==> src/rtl/puf_pkg.sv <==
package puf_pkg;

    localparam int unsigned DW    = 8;
    localparam int unsigned IDX_W = 2 * DW;

    localparam logic [2:0] RS_MASK     = 3'd2;
    localparam logic [2:0] RS_IDX_LO   = 3'd4;
    localparam logic [2:0] RS_IDX_DATA = 3'd5;
    localparam logic [2:0] RS_IDX_HI   = 3'd7;

    typedef enum logic [1:0] {
        SEQ_COUNT    = 2'd0,
        SEQ_IDX_HI   = 2'd1,
        SEQ_IDX_DATA = 2'd2
    } seq_mode_e;

endpackage

==> src/rtl/puf_seq.sv <==
module puf_seq
    import puf_pkg::*;
#(
    parameter int unsigned CMD_READS = 4,
    parameter int unsigned IDX_READS = 5
) (
    input  logic       clk,
    input  logic       rst_n,
    input  logic       rd,
    input  logic       wr,
    input  logic [2:0] rs,
    output logic       mask_wr,
    output logic       cmd_wr,
    output logic       seq_lo_wr,
    output logic       seq_hi_wr,
    output logic       mask_idx_rd
);

    localparam int unsigned CNT_W = $clog2(IDX_READS + 1);
    localparam logic [CNT_W-1:0] CNT_CMD = CNT_W'(CMD_READS);
    localparam logic [CNT_W-1:0] CNT_IDX = CNT_W'(IDX_READS);

    typedef struct packed {
        seq_mode_e        mode;
        logic [CNT_W-1:0] cnt;
    } seq_state_t;

    seq_state_t st_d, st_q;

    always_comb begin
        st_d        = st_q;
        mask_wr     = 1'b0;
        cmd_wr      = 1'b0;
        seq_lo_wr   = 1'b0;
        seq_hi_wr   = 1'b0;
        mask_idx_rd = 1'b0;
        if (rd || wr) begin
            if (rs == RS_MASK) begin
                if (rd) begin
                    if (st_q.mode == SEQ_IDX_DATA) begin
                        mask_idx_rd = 1'b1;
                    end else begin
                        st_d.mode = SEQ_COUNT;
                        if (st_q.mode == SEQ_IDX_HI) begin
                            st_d.cnt = CNT_W'(1);
                        end else if (st_q.cnt >= CNT_IDX) begin
                            st_d.cnt = CNT_IDX;
                        end else begin
                            st_d.cnt = st_q.cnt + CNT_W'(1);
                        end
                    end
                end else begin
                    st_d.cnt = '0;
                    case (st_q.mode)
                        SEQ_COUNT: begin
                            if (st_q.cnt == CNT_CMD) begin
                                cmd_wr = 1'b1;
                            end else if (st_q.cnt >= CNT_IDX) begin
                                seq_lo_wr = 1'b1;
                                st_d.mode = SEQ_IDX_HI;
                            end else begin
                                mask_wr = 1'b1;
                            end
                        end
                        SEQ_IDX_HI: begin
                            seq_hi_wr = 1'b1;
                            st_d.mode = SEQ_IDX_DATA;
                        end
                        default: begin
                            mask_wr   = 1'b1;
                            st_d.mode = SEQ_COUNT;
                        end
                    endcase
                end
            end else begin
                st_d.mode = SEQ_COUNT;
                st_d.cnt  = '0;
            end
        end
    end

    always_ff @(posedge clk) begin
        if (!rst_n) begin
            st_q <= '{mode: SEQ_COUNT, cnt: '0};
        end else begin
            st_q <= st_d;
        end
    end

endmodule

==> src/rtl/puf_index.sv <==
module puf_index
    import puf_pkg::*;
#(
    parameter logic [DW-1:0] VENDOR_ID = 8'h97,
    parameter logic [DW-1:0] DEVICE_ID = 8'h03
) (
    input  logic             clk,
    input  logic             rst_n,
    input  logic             lo_wr,
    input  logic             hi_wr,
    input  logic             step,
    input  logic [DW-1:0]    wdata,
    output logic [IDX_W-1:0] idx,
    output logic [DW-1:0]    id_byte
);

    localparam int unsigned N_ID = 2;

    typedef struct packed {
        logic [IDX_W-1:0] idx;
    } idx_state_t;

    idx_state_t ix_d, ix_q;
    logic [DW-1:0] id_tab [N_ID];

    assign id_tab[0] = VENDOR_ID;
    assign id_tab[1] = DEVICE_ID;

    always_comb begin
        ix_d = ix_q;
        if (lo_wr) begin
            ix_d.idx[DW-1:0] = wdata;
        end else if (hi_wr) begin
            ix_d.idx[IDX_W-1:DW] = wdata;
        end else if (step) begin
            ix_d.idx = ix_q.idx + IDX_W'(1);
        end
    end

    always_comb begin
        id_byte = '0;
        for (int i = 0; i < N_ID; i++) begin
            if (ix_q.idx == IDX_W'(i)) id_byte = id_tab[i];
        end
    end

    assign idx = ix_q.idx;

    always_ff @(posedge clk) begin
        if (!rst_n) begin
            ix_q <= '0;
        end else begin
            ix_q <= ix_d;
        end
    end

endmodule

==> src/rtl/palette_unlock_front.sv <==
module palette_unlock_front
    import puf_pkg::*;
#(
    parameter logic [DW-1:0] MASK_RESET = 8'hFF,
    parameter logic [DW-1:0] VENDOR_ID  = 8'h97,
    parameter logic [DW-1:0] DEVICE_ID  = 8'h03,
    parameter int unsigned   CMD_READS  = 4,
    parameter int unsigned   IDX_READS  = 5,
    parameter int unsigned   EN_BIT     = 4
) (
    input  logic          clk,
    input  logic          rst_n,
    input  logic [2:0]    rs,
    input  logic          rd_en,
    input  logic          wr_en,
    input  logic [DW-1:0] wdata,
    output logic [DW-1:0] rdata,
    output logic [DW-1:0] pix_mask,
    output logic [DW-1:0] ext_cmd
);

    typedef struct packed {
        logic [DW-1:0] mask;
        logic [DW-1:0] cmd;
    } reg_state_t;

    reg_state_t rg_d, rg_q;

    logic rd, wr;
    logic mask_wr, cmd_wr, seq_lo_wr, seq_hi_wr, mask_idx_rd;
    logic lo_wr, hi_wr, step, idx_en, data_acc;
    logic [IDX_W-1:0] idx;
    logic [DW-1:0] id_byte;

    assign rd = rd_en && !wr_en;
    assign wr = wr_en && !rd_en;

    puf_seq #(
        .CMD_READS (CMD_READS),
        .IDX_READS (IDX_READS)
    ) i_seq (
        .clk         (clk),
        .rst_n       (rst_n),
        .rd          (rd),
        .wr          (wr),
        .rs          (rs),
        .mask_wr     (mask_wr),
        .cmd_wr      (cmd_wr),
        .seq_lo_wr   (seq_lo_wr),
        .seq_hi_wr   (seq_hi_wr),
        .mask_idx_rd (mask_idx_rd)
    );

    assign idx_en   = rg_q.cmd[EN_BIT];
    assign data_acc = (rd || wr) && (rs == RS_IDX_DATA);
    assign lo_wr    = seq_lo_wr || (wr && rs == RS_IDX_LO);
    assign hi_wr    = seq_hi_wr || (wr && rs == RS_IDX_HI);
    assign step     = idx_en && (data_acc || mask_idx_rd);

    puf_index #(
        .VENDOR_ID (VENDOR_ID),
        .DEVICE_ID (DEVICE_ID)
    ) i_index (
        .clk     (clk),
        .rst_n   (rst_n),
        .lo_wr   (lo_wr),
        .hi_wr   (hi_wr),
        .step    (step),
        .wdata   (wdata),
        .idx     (idx),
        .id_byte (id_byte)
    );

    always_comb begin
        rg_d = rg_q;
        if (mask_wr) rg_d.mask = wdata;
        if (cmd_wr)  rg_d.cmd  = wdata;
    end

    always_ff @(posedge clk) begin
        if (!rst_n) begin
            rg_q <= '{mask: MASK_RESET, cmd: '0};
        end else begin
            rg_q <= rg_d;
        end
    end

    always_comb begin
        rdata = '0;
        if (rd) begin
            case (rs)
                RS_MASK:     rdata = mask_idx_rd ? (idx_en ? id_byte : '0) : rg_q.mask;
                RS_IDX_LO:   rdata = idx[DW-1:0];
                RS_IDX_HI:   rdata = idx[IDX_W-1:DW];
                RS_IDX_DATA: rdata = idx_en ? id_byte : '0;
                default:     rdata = '0;
            endcase
        end
    end

    assign pix_mask = rg_q.mask;
    assign ext_cmd  = rg_q.cmd;

endmodule

==> config.mk <==
export PLATFORM = sky130hd
export DESIGN_NAME = palette_unlock_front
export DESIGN_NICKNAME = d
export VERILOG_FILES = /design/src/rtl/puf_pkg.sv /design/src/rtl/puf_seq.sv /design/src/rtl/puf_index.sv /design/src/rtl/palette_unlock_front.sv
export SDC_FILE = /design/constraint.sdc
export NUM_CORES = 1
export LEC_CHECK = 0
export ABC_CLOCK_PERIOD_IN_PS = 2430
export BUFFER_PORTS_ARGS = -buffer_cell sky130_fd_sc_hd__clkbuf_2
export CORE_MARGIN = 3
export CORE_UTILIZATION = 56
export DETAILED_ROUTE_END_ITERATION = 10
export PLACE_DENSITY = 0.79
export SLEW_MARGIN = 15
export SYNTH_ARGS = -nofsm -noshare
export SYNTH_HDL_FRONTEND = slang
export SYNTH_SLANG_ARGS = --single-unit
==> constraint.sdc <==
create_clock -name clk -period 2.43 [get_ports clk]
set_input_delay 0.243 -clock clk [delete_from_list [all_inputs] [get_ports clk]]
set_output_delay 0.243 -clock clk [all_outputs]
set_load 0.1 [all_outputs]
==> impl_summary.log, run 1 <==
INFO  metric result_of_the_run = complete, no violations
INFO  metric ioPinCount = 39
INFO  metric cellInternalPower = 897 uW
INFO  metric synth_seq_area_share = 31.7%
INFO  metric layout.cells.most_common = sky130_fd_sc_hd__dfxtp_1
INFO  metric drt-wirelength-per-cell = 17.2 um
INFO  metric max_freq = 424 MHz
INFO  metric synth_largest_area_cell = sky130_fd_sc_hd__dfxtp_1
INFO  metric maxSlewViolCount = 0
INFO  metric final_cell_mix = sky130_fd_sc_hd__dfxtp_1 (37), sky130_fd_sc_hd__clkbuf_2 (30), sky130_fd_sc_hd__a21oi_1 (24)
INFO  metric clockBufferDepth = 2
INFO  metric yosys_register_bits = 37
INFO  metric hpwl = 4860 um
INFO  metric numPortBuffers = 38
INFO  metric detail_route.drc_violations = 0
INFO  metric fill_cells = 289
INFO  metric final_min_period_over_clock_period = 97.0%
INFO  metric max-cap-violations = 0
INFO  metric htree_levels = 2
INFO  metric totalWireLength = 6510 um
INFO  metric antenna_violating_nets_post_route = 0
INFO  metric power_frac_seq = 50.4%
INFO  metric required_time_at_the_endpoint_of_the_critical_path = 2.19 ns
INFO  metric numClockSinks = 37
INFO  metric final_net_count = 353
INFO  metric timing.critical_path.to = rdata[0]
INFO  metric ff2ff_path_depth = 6
INFO  metric core_area = 3830 sq um
INFO  metric grt_max_degree = 32
INFO  metric global_route.usage.met3 = 4.83%
INFO  metric rr_endpoint = i_index.idx[0]
INFO  metric worstSkewPairLatency = 0.29 ns
INFO  metric sw_share = 27.4%
INFO  metric final.hold.worst_slack = 0.259 ns
INFO  metric cts_tree = yes
INFO  metric setup.worst_path.class = reg -> out
INFO  metric setup_viol = 0
INFO  metric timing.final.crit_period = 2.36 ns
INFO  metric area_enclosed_by_the_die_boundary = 4980 sq um
INFO  metric power_density_over_cell_area = 425 nW/um^2
INFO  metric global_route.overflow_total = 0
INFO  metric worst_setup_path_start_kind = flop
INFO  metric share_clk_of_total_power = 35.1%
INFO  metric netlist.area_leader.share = 31.7%
INFO  metric grt_pass1_wl = 10700 um
INFO  metric vias = 2399
INFO  metric flow.area_growth_from_synthesis = 24.7%
INFO  metric max-slew-margin-rel = 56.1%
INFO  metric detailedRoute.firstIterationViolations = 192
INFO  metric critical_path_peak_fanout = 7
INFO  metric post_route_cells_drive_above_1_share = 22.7%
INFO  metric skew = 0.00473 ns
INFO  metric synth_warnings = 0
INFO  metric row_count = 22
INFO  metric gp_routability_congestion = 0.876
INFO  metric synth_area_leaders = sky130_fd_sc_hd__dfxtp_1 (32%), sky130_fd_sc_hd__mux2i_1 (6.9%), sky130_fd_sc_hd__a21oi_1 (5.1%)
INFO  metric worst_setup_path_end_kind = primary output
INFO  metric antenna_found_initial = 0
INFO  metric busiest_layer = met2
INFO  metric cts-buffers-inserted = 5
INFO  metric timing.reg2reg.setup_slack = 0.38 ns
INFO  metric total_standard_cell_area_after_synthesis = 2330 sq um
INFO  metric power_frac_comb = 14.4%
INFO  metric antenna_cells = 0
INFO  metric die_x = 70.6 um
INFO  metric r2r-start = i_seq.st_q[1]
INFO  metric die_h = 70.6 um
INFO  metric grtUsageTotal = 26.4%
INFO  metric p_leak = 1.08 nW
INFO  metric hold_path.class = in -> reg
INFO  metric drtPass1Iterations = 5
INFO  metric postCtsSetupRepairBufs = 0
INFO  metric max_slew.worst_pin.slew = 0.649 ns
INFO  metric globalRouteMet1Util = 35.6%
INFO  metric netlist-cell-type-count = 47
INFO  metric finalHoldViolations = 0
INFO  metric power.ir.vdd_worst = 0.405 mV
INFO  metric post_synth.cell_area_avg = 8.13 sq um
INFO  metric met2_usage = 42.3%
INFO  metric master_cell_of_the_clock_root_buffer = sky130_fd_sc_hd__clkbuf_8
INFO  metric netlist_instances = 287
INFO  metric grt_setup_unrepaired = no
INFO  metric power.net_switching = 339 uW
INFO  metric launch_point_of_the_worst_path = i_seq.st_q[4]
INFO  metric initial_util = 61.0%
INFO  metric clkSlewWorstSetupHoldPaths = 0.07 ns
INFO  metric vias_in_the_first_global_route = 2218
INFO  metric postSynthNetCount = 310
INFO  metric avgViaCountPerCell = 6.35
INFO  metric worst-endpoint-arrival = 2.12 ns
INFO  metric post-layout-total-power = 1.24 mW
## per-stage QoR
stage	TNS (ns)	util [%]	instance area, sq um	setup WS (ns)	cells
2_1_floorplan	-0.226	-	2400	-0.226	287
3_5_place_dp	0	73.3	2810	0.0965	371
5_1_grt	0	76.1	2910	0.000911	378
3_3_place_gp	0	73.3	2810	0.161	371
6_report	0	76.1	2910	0.0718	378
4_1_cts	0	75.7	2900	0.0257	378
## flip-flops by register name, summed over array words and instances (netlist names)
register,flops
ext_cmd,8
i_index.idx,16
i_seq.st_q,5
pix_mask,8
## synthesized netlist by cell type, drive strengths merged
cell	number
nand3	6
o21ai	18
nor3	10
and4	1
a22o	8
a21boi	5
or4	1
nand3b	3
and3	7
inv	15
nor3b	1
nor2b	9
or3	2
o22a	1
buf	3
a311oi	1
a22oi	1
o22ai	9
nor2	14
a21oi	25
o21bai	3
and2	3
nand4b	1
a31oi	2
and3b	1
xnor2	7
a32oi	6
ha	8
mux2i	16
or3b	1
o21a	2
nand2b	1
nor4	15
clkbuf	13
nor4b	1
a221oi	2
nand4	4
dfxtp	37
nand2	21
a21o	2
o31ai	1
## how the worst min path moves through the flow
stage	start	end	slack [ns]	cells past startpoint
after floorplan	wdata[0]	pix_mask[0]	0.37	2
after global placement	ext_cmd[7]	ext_cmd[7]	0.49	2
after detailed placement	ext_cmd[7]	ext_cmd[7]	0.50	2
after CTS	wdata[0]	pix_mask[0]	0.26	3
after global routing	wdata[6]	pix_mask[6]	0.28	3
final	wdata[0]	pix_mask[0]	0.26	3
## timing repair
action,in CTS,in global routing
setup endpoints to repair,1,6
hold buffers,0,0
resized for setup,1,3
## power groups by stage
| stage | registers, mW | logic, mW | clock network (mW) |
|---|---|---|---|
| after detailed placement | 0.637 | 0.174 | 0 |
| after floorplan | 0.654 | 0.0981 | 0 |
| after CTS | 0.623 | 0.176 | 0.436 |
| after global routing | 0.624 | 0.191 | 0.460 |
| after global placement | 0.637 | 0.172 | 0 |
| final | 0.624 | 0.178 | 0.434 |
## cell families (layout without fill, tap and decap cells)
| family | after synthesis | after routing | synth area share [%] |
|---|---|---|---|
| and+or+nand+nor | 102 | 102 | 25.0 |
| buffers and inverters | 31 | 74 | 5.52 |
| muxes | 16 | 16 | 6.86 |
| xor gates and xnor gates | 7 | 7 | 2.63 |
| AOI/OAI and AO/OA | 86 | 86 | 23.9 |
| DFF | 37 | 37 | 31.7 |
| adders and majority gates | 8 | 8 | 4.29 |
## worst max-delay path, stage by stage, from the launching register on
cell and delay [ns]:
sky130_fd_sc_hd__dfxtp_1 0.42, sky130_fd_sc_hd__nand3b_1 0.23, sky130_fd_sc_hd__or3_4 0.43, sky130_fd_sc_hd__nor3_2 0.24, sky130_fd_sc_hd__a21oi_1 0.09, sky130_fd_sc_hd__o22ai_2 0.20, sky130_fd_sc_hd__buf_12 0.21
## final cells by class
class                   instances  area (sq um)  share of cell area, %
well taps                      48          60.1                   2.06
flip-flops and latches         37           741                   25.5
clock buffers                   7          86.3                   2.97
multi-input cells             219          1550                   53.3
inverters                      15          56.3                   1.93
repair buffers                 52           415                   14.3
## metal layers
| layer | vias up | wire, um | share of wire (%) |
|---|---|---|---|
| met5 | - | 0 | 0 |
| met4 | 0 | 134 | 2.1 |
| met3 | 15 | 569 | 8.7 |
| met2 | 132 | 2930 | 45 |
| met1 | 1100 | 2880 | 44 |
| li1 | 1152 | - | - |
(Power assumes the default switching activity.)
==> run 2, diff against run 1 <==
--- a/config.mk
+++ b/config.mk
@@ -6,11 +6,11 @@
 export NUM_CORES = 1
 export LEC_CHECK = 0
 export ABC_CLOCK_PERIOD_IN_PS = 2430
-export BUFFER_PORTS_ARGS = -buffer_cell sky130_fd_sc_hd__clkbuf_2
 export CORE_MARGIN = 3
-export CORE_UTILIZATION = 56
+export CORE_UTILIZATION = 61
 export DETAILED_ROUTE_END_ITERATION = 10
-export PLACE_DENSITY = 0.79
+export DONT_BUFFER_PORTS = 1
+export PLACE_DENSITY = 0.77
 export SLEW_MARGIN = 15
 export SYNTH_ARGS = -nofsm -noshare
 export SYNTH_HDL_FRONTEND = slang
==> impl_summary.log, run 2 (synthesized netlist as in run 1, its figures left out) <==
INFO  metric final-seq-area = 741 sq um (unchanged)
INFO  metric setup_viol = 0 (unchanged)
INFO  metric placed_cell_area = 2700 sq um (-3.8%)
INFO  metric clockBufferDepth = 2 (unchanged)
INFO  metric worstSkewPairLatency = 0.30 ns (about the same)
INFO  metric power_frac_seq = 43.7% (-6.7 points)
INFO  metric master_cell_of_the_clock_root_buffer = sky130_fd_sc_hd__clkbuf_8
INFO  metric grt_pass1_wl = 10500 um (-1.4%)
INFO  metric final_min_period_over_clock_period = 97.9% (+0.81 points)
INFO  metric p_leak = 1.04 nW (-4.1%)
INFO  metric final_cell_mix = sky130_fd_sc_hd__dfxtp_1 (37), sky130_fd_sc_hd__buf_4 (30), sky130_fd_sc_hd__a21oi_1 (24)
INFO  metric vias_in_the_first_global_route = 2224 (+0.27%)
INFO  metric ioPinCount = 39 (unchanged)
INFO  metric antenna_cells = 0 (unchanged)
INFO  metric vias = 2340 (-2.5%)
INFO  metric worst-endpoint-arrival = 2.13 ns (about the same)
INFO  metric hpwl = 4680 um (-3.6%)
INFO  metric grtUsageTotal = 30.6% (+4.3 points)
INFO  metric post-route-cell-area = 2880 sq um (-0.90%)
INFO  metric avgViaCountPerCell = 6.48 (+2.1%)
INFO  metric setup.worst_path.class = reg -> out
INFO  metric numPortBuffers = 0 (-100%)
INFO  metric totalWireLength = 6680 um (+2.5%)
INFO  metric grt_max_degree = 32 (unchanged)
INFO  metric numClockSinks = 37 (unchanged)
INFO  metric critical_path_peak_fanout = 7 (unchanged)
INFO  metric fill_cells = 229 (-21%)
INFO  metric cts_tree = yes
INFO  metric die_h = 67.9 um (-3.8%)
INFO  metric core_area = 3490 sq um (-8.7%)
INFO  metric power_frac_comb = 10.2% (-4.2 points)
INFO  metric power_density_over_cell_area = 494 nW/um^2 (+16%)
INFO  metric worst_setup_path_end_kind = primary output
INFO  metric post-layout-total-power = 1.43 mW (+15%)
INFO  metric max_freq = 421 MHz (-0.83%)
INFO  metric drtPass1Iterations = 5 (unchanged)
INFO  metric skew = 0.00740 ns (+0.00267 ns)
INFO  metric timing.final.crit_period = 2.38 ns (+0.0197 ns)
INFO  metric detail_route.drc_violations = 0 (unchanged)
INFO  metric cellInternalPower = 1.08 mW (+20%)
INFO  metric drt-wirelength-per-cell = 18.5 um (+7.4%)
INFO  metric gp_routability_congestion = 0.945 (+7.9%)
INFO  metric result_of_the_run = complete, no violations
INFO  metric share_clk_of_total_power = 46.2% (+11 points)
INFO  metric worst_setup_path_start_kind = flop
INFO  metric max_slew.worst_pin.slew = 0.650 ns (+0.00156 ns)
INFO  metric flow.area_growth_from_synthesis = 23.6%
INFO  metric detailedRoute.firstIterationViolations = 210 (+9.4%)
INFO  metric maxSlewViolCount = 0 (unchanged)
INFO  metric cts-buffers-inserted = 5 (unchanged)
INFO  metric area_enclosed_by_the_die_boundary = 4600 sq um (-7.5%)
INFO  metric required_time_at_the_endpoint_of_the_critical_path = 2.19 ns (about the same)
INFO  metric post_route_cells_drive_above_1_share = 19.4% (-3.4 points)
INFO  metric sw_share = 24.6% (-2.9 points)
INFO  metric global_route.overflow_total = 0 (unchanged)
INFO  metric area_used_by_multi_input_combinational_logic = 1560 sq um (+0.32%)
INFO  metric die_x = 67.9 um (-3.8%)
INFO  metric htree_levels = 2 (unchanged)
INFO  metric antenna_found_initial = 0 (unchanged)
INFO  metric power.ir.vdd_worst = 0.372 mV (-8.1%)
INFO  metric max-slew-margin-rel = 56.5% (+0.34 points)
INFO  metric max-cap-violations = 0 (unchanged)
INFO  metric hold_path.class = in -> reg
INFO  metric number_of_flip_flops_under_the_largest_register_name = 16 (unchanged)
INFO  metric finalHoldViolations = 0 (unchanged)
INFO  metric initial_util = 66.8% (+5.8 points)
INFO  metric antenna_violating_nets_post_route = 0 (unchanged)
INFO  metric power.net_switching = 350 uW (+3.2%)
INFO  metric layout.cells.most_common = sky130_fd_sc_hd__dfxtp_1
INFO  metric row_count = 21 (-4.5%)
INFO  metric final_net_count = 337 (-4.5%)
INFO  metric clkSlewWorstSetupHoldPaths = 0.09 ns (+0.02 ns)
## run 2: worst max-delay path, cell delays in order, from the launching register on
cell and delay [ns]:
sky130_fd_sc_hd__dfxtp_1 0.45, sky130_fd_sc_hd__nand3b_1 0.19, sky130_fd_sc_hd__or3_4 0.41, sky130_fd_sc_hd__nor3_2 0.29, sky130_fd_sc_hd__a21oi_1 0.14, sky130_fd_sc_hd__o22ai_4 0.16
sky130_fd_sc_hd__buf_12 0.20
## run 2: final timing paths
| check | from | endpoint | slack [ns] | cells past startpoint |
|---|---|---|---|---|
| max | i_seq.st_q[4] | rdata[1] | 0.05 | 6 |
| max reg2reg | i_seq.st_q[1] | pix_mask[6] | 0.27 | 8 |
| min reg2reg | ext_cmd[7] | ext_cmd[7] | 0.52 | 2 |
| min | rst_n | pix_mask[1] | 0.005 | 1 |
## run 2: per-layer routing
metal	global-route usage [%]	vias up	wire length, um
li1	-	1122	-
met4	18.1	0	204
met1	37.8	1088	2870
met5	0	-	0
met2	48.0	111	3140
met3	7.88	19	472
## run 2: per-stage QoR
stage	utilization, %	setup WS (ns)	hold slack, ns	cells	setup TNS (ns)
2_1_floorplan	-	-0.226	0.371	287	-0.226
3_3_place_gp	77.2	0.197	0.308	350	0
3_5_place_dp	77.2	0.125	0.312	350	0
4_1_cts	81.4	0.0163	0.00344	358	0
5_1_grt	82.5	-0.0271	0.00159	361	-0.0271
6_report	82.5	0.0521	0.00491	361	0
## run 2: what timing repair did
action / CTS / global route
resized for setup: 2 / 4
hold buffers: 0 / 1
pin swaps: 0 / 2
setup endpoints to repair: 2 / 10
endpoints found under the hold margin: 0 / 1
cloned: 0 / 0
buffers inserted: 0 / 2
## run 2: area by class of cell
cell class              instances  area share [%]
multi-input cells             219            54.0
flip-flops and latches         37            25.7
repair buffers                 36            11.6
clock buffers                   5            2.39
clock inverters                 3            2.39
well taps                      46            2.00
inverters                      15            1.95
## run 2: power by group through the flow
| stage | logic (mW) | registers, mW | clock network [mW] |
|---|---|---|---|
| 2_1_floorplan | 0.0981 | 0.654 | 0 |
| 3_3_place_gp | 0.136 | 0.636 | 0 |
| 3_5_place_dp | 0.139 | 0.636 | 0 |
| 4_1_cts | 0.140 | 0.622 | 0.660 |
| 5_1_grt | 0.154 | 0.623 | 0.689 |
| 6_report | 0.145 | 0.622 | 0.658 |
==> run 3, diff against run 2 <==
--- a/config.mk
+++ b/config.mk
@@ -14,4 +14,5 @@
 export SLEW_MARGIN = 15
 export SYNTH_ARGS = -nofsm -noshare
 export SYNTH_HDL_FRONTEND = slang
+export SYNTH_HIERARCHICAL = 1
 export SYNTH_SLANG_ARGS = --single-unit
==> impl_summary.log, run 3 <==
INFO  metric final_min_period_over_clock_period = 109% (+11 points)
INFO  metric setup_viol = 5 (+5)
INFO  metric power_density_over_cell_area = 427 nW/um^2 (-14%)
INFO  metric skew = 0.00823 ns (+0.000835 ns)
INFO  metric fill_cells = 270 (+18%)
INFO  metric antenna_cells = 0 (unchanged)
INFO  metric max_slew.worst_pin.slew = 0.991 ns (+0.341 ns)
INFO  metric r2r-start = i_seq/st_q[3]
INFO  metric totalWireLength = 7780 um (+16%)
INFO  metric synth_area_leaders = sky130_fd_sc_hd__dfxtp_1 (28%), sky130_fd_sc_hd__mux2i_1 (8.0%), sky130_fd_sc_hd__nor2b_1 (5.3%)
INFO  metric hold_depth = 1 (unchanged)
INFO  metric vias = 2665 (+14%)
INFO  metric final_cell_mix = sky130_fd_sc_hd__buf_4 (38), sky130_fd_sc_hd__dfxtp_1 (28), sky130_fd_sc_hd__nand2_1 (24)
INFO  metric p_leak = 1.18 nW (+14%)
INFO  metric power.ir.vdd_worst = 0.394 mV (+5.8%)
INFO  metric maxSlewViolCount = 0 (unchanged)
INFO  metric yosys_register_bits = 37 (unchanged)
INFO  metric finalCoreUtilization = 82.5% (about the same)
INFO  metric launch_point_of_the_worst_path = i_index/idx[13]
INFO  metric clkSlewWorstSetupHoldPaths = 0.08 ns (about the same)
INFO  metric clockBufferDepth = 2 (unchanged)
INFO  metric die_x = 71.4 um (+5.3%)
INFO  metric gp_routability_congestion = 1.01 (+7.2%)
INFO  metric grt_max_degree = 37 (+16%)
INFO  metric initial_util = 64.4% (-2.4 points)
INFO  metric cts_tree = yes
INFO  metric fin_ws = -0.217 ns (-0.269 ns)
INFO  metric antenna_found_initial = 0 (unchanged)
INFO  metric max-cap-violations = 0 (unchanged)
INFO  metric pre_cts_ws = 0.00837 ns (-0.116 ns)
INFO  metric core_area = 4060 sq um (+16%)
INFO  metric rr_endpoint = i_index/idx[14]
INFO  metric ioPinCount = 39 (unchanged)
INFO  metric required_time_at_the_endpoint_of_the_critical_path = 2.19 ns (about the same)
INFO  metric netlist.area_leader.share = 28.4% (-3.4 points)
INFO  metric grtUsageTotal = 29.9% (-0.68 points)
INFO  metric grt_pass1_wl = 12200 um (+16%)
INFO  metric antenna_violating_nets_post_route = 0 (unchanged)
INFO  metric layout.cells.most_common = sky130_fd_sc_hd__buf_4
INFO  metric drtPass1Iterations = 5 (unchanged)
INFO  metric violated_checks = negative setup slack
INFO  metric worst-endpoint-arrival = 2.40 ns (+0.27 ns)
INFO  metric die_h = 71.4 um (+5.3%)
INFO  metric synth_top_cells_by_count = sky130_fd_sc_hd__dfxtp_1 (37), sky130_fd_sc_hd__nand2_1 (25), sky130_fd_sc_hd__nor2b_1 (22)
INFO  metric critical_path_peak_fanout = 6 (-1)
INFO  metric synth_ff_type = sky130_fd_sc_hd__dfxtp_1
INFO  metric netlist_instances = 319 (+11%)
INFO  metric crit_chain = nor4_4 -> nand4_1 -> nor3b_4 -> and3_4 -> o21ai_4 -> a311oi_4 -> buf_12
INFO  metric total_standard_cell_area_after_synthesis = 2610 sq um (+12%)
INFO  metric hpwl = 5490 um (+17%)
INFO  metric max_freq = 378 MHz (-10%)
INFO  metric setup.worst_path.class = reg -> out
INFO  metric detailedRoute.firstIterationViolations = 227 (+8.1%)
INFO  metric area_enclosed_by_the_die_boundary = 5100 sq um (+11%)
INFO  metric critical_path.slowest_cell = sky130_fd_sc_hd__dfxtp_4
INFO  metric row_count = 23 (+9.5%)
INFO  metric synth_largest_area_cell = sky130_fd_sc_hd__dfxtp_1
INFO  metric worst_setup_path_end_kind = primary output
INFO  metric numPortBuffers = 0 (unchanged)
INFO  metric timing.final.crit_period = 2.65 ns (+0.269 ns)
INFO  metric post_route_cells_drive_above_1_share = 27.9% (+8.6 points)
INFO  metric yosysMostFrequentCell = sky130_fd_sc_hd__dfxtp_1
INFO  metric finalHoldViolations = 0 (unchanged)
INFO  metric ff2ff_path_depth = 8 (unchanged)
INFO  metric master_cell_of_the_clock_root_buffer = sky130_fd_sc_hd__clkbuf_8
INFO  metric final.setup.tns = -0.796 ns (-0.796 ns)
INFO  metric final_net_count = 373 (+11%)
INFO  metric numClockSinks = 37 (unchanged)
INFO  metric timing.critical_path.to = rdata[4]
INFO  metric synth_edf_count = 0 (unchanged)
INFO  metric asyncSetResetFlopFracSynth = 0% (unchanged)
INFO  metric worst_setup_path_start_kind = flop
INFO  metric htree_levels = 2 (unchanged)
INFO  metric vias_in_the_first_global_route = 2561 (+15%)
INFO  metric netlist-cell-type-count = 60 (+28%)
INFO  metric synth_warnings = 6 (+6)
INFO  metric global_route.overflow_total = 0 (unchanged)
INFO  metric hold_path.class = in -> reg
INFO  metric grt_setup_unrepaired = yes
INFO  metric number_of_flip_flops_under_the_largest_register_name = 16 (unchanged)
INFO  metric flow.area_growth_from_synthesis = 28.2%
INFO  metric post-route-cell-area = 3350 sq um (+16%)
INFO  metric avgViaCountPerCell = 6.65 (+2.5%)
INFO  metric placed_cell_area = 3100 sq um (+15%)
INFO  metric post_synth.cell_area_avg = 8.19 sq um (+0.73%)
INFO  metric detail_route.drc_violations = 0 (unchanged)
INFO  metric worstSkewPairLatency = 0.30 ns (about the same)
INFO  metric synth_seq_area_share = 28.4% (-3.4 points)
INFO  metric critPathMaxStageDelay = 0.37 ns (-0.08 ns)
INFO  metric drt-wirelength-per-cell = 19.4 um (+4.9%)
INFO  metric cts-buffers-inserted = 5 (unchanged)
INFO  metric max-slew-margin-rel = 33.6% (-23 points)
INFO  metric timing.reg2reg.setup_slack = 0.13 ns (-0.14 ns)
INFO  metric result_of_the_run = complete, but fails checks
-- run 3: cell types whose count changed in the layout (fill, tap and decap cells not counted), sizes merged, moves of 5 or more --
| cell | before | now |
|---|---|---|
| nor2b | 9 | 22 |
| buf | 35 | 44 |
| nor4 | 15 | 10 |
| a22o | 8 | 0 |
| mux2i | 16 | 21 |
| nand4 | 4 | 18 |
| o21ai | 18 | 13 |
| a311oi | 1 | 9 |
| a21boi | 5 | 0 |
| a21oi | 25 | 8 |
-- run 3: cell families (layout without fill, tap and decap cells) --
logic type	Yosys count	count (layout)	share of synthesized area, %
and+or+nand+nor	139	139	30.1
buffers and inverters	39	69	8.33
adders and majority gates	8	8	3.83
DFF	37	37	28.4
muxes	21	21	8.05
AOI/OAI and AO/OA	66	66	18.5
other	1	3	0.144
xor gates and xnor gates	8	8	2.68
-- run 3: critical path: cells and delay by family, from the launching register on --
family	cells	cell delay, ns
AND/OR/NAND/NOR	4	1.15
buffers and inverters	1	0.21
flip-flops	1	0.37
AO/OA/AOI/OAI	2	0.38
-- run 3: power breakdown --
| group | switching, mW | total [mW] | internal [mW] |
|---|---|---|---|
| registers | 0.0147 | 0.630 | 0.616 |
| logic | 0.143 | 0.248 | 0.105 |
| clock network | 0.244 | 0.551 | 0.307 |
-- run 3: per-layer routing --
metal | routed length (um) | vias up | share of wire [%] | global-route usage (%)
met3 | 831 | 31 | 11 | 7.85
met1 | 3210 | 1245 | 41 | 38.0
met4 | 270 | 0 | 3.5 | 13.2
met2 | 3470 | 149 | 45 | 47.8
met5 | 0 | - | 0 | 0
li1 | - | 1240 | - | -
-- run 3: what timing repair did --
action,in CTS,in global routing
setup buffers,2,2
hold endpoints to repair,0,0
hold buffers,0,0
pin swaps,15,13
setup endpoints to repair,6,10
resized for setup,16,11
-- run 3: worst min-delay path by stage --
stage / startpoint / end / slack, ns
after CTS: rst_n / pix_mask[1] / 0.003
final: rst_n / pix_mask[0] / 0.02
after global placement: rst_n / pix_mask[1] / 0.31
after detailed placement: rst_n / pix_mask[1] / 0.31
after global routing: rst_n / pix_mask[1] / 0.003
after floorplan: rst_n / i_seq/st_q[4] / 0.37
-- run 3: layout make-up --
class | instances | area, sq um | share of cell area (%)
Clock inverter | 3 | 46.3 | 1.38
Tap cell | 50 | 62.6 | 1.87
Clock buffer | 5 | 68.8 | 2.05
Sequential cell | 37 | 757 | 22.6
Timing Repair Buffer | 44 | 397 | 11.8
Multi-Input combinational cell | 245 | 1940 | 58.0
Inverter | 17 | 76.3 | 2.28
-- run 3: metrics by stage --
stage          hold slack, ns  instances  power (mW)
2_1_floorplan           0.371        321       0.820
3_3_place_gp            0.310        389       0.831
3_5_place_dp            0.313        389       0.835
4_1_cts               0.00339        399        1.41
5_1_grt               0.00256        401        1.46
6_report               0.0173        401        1.43
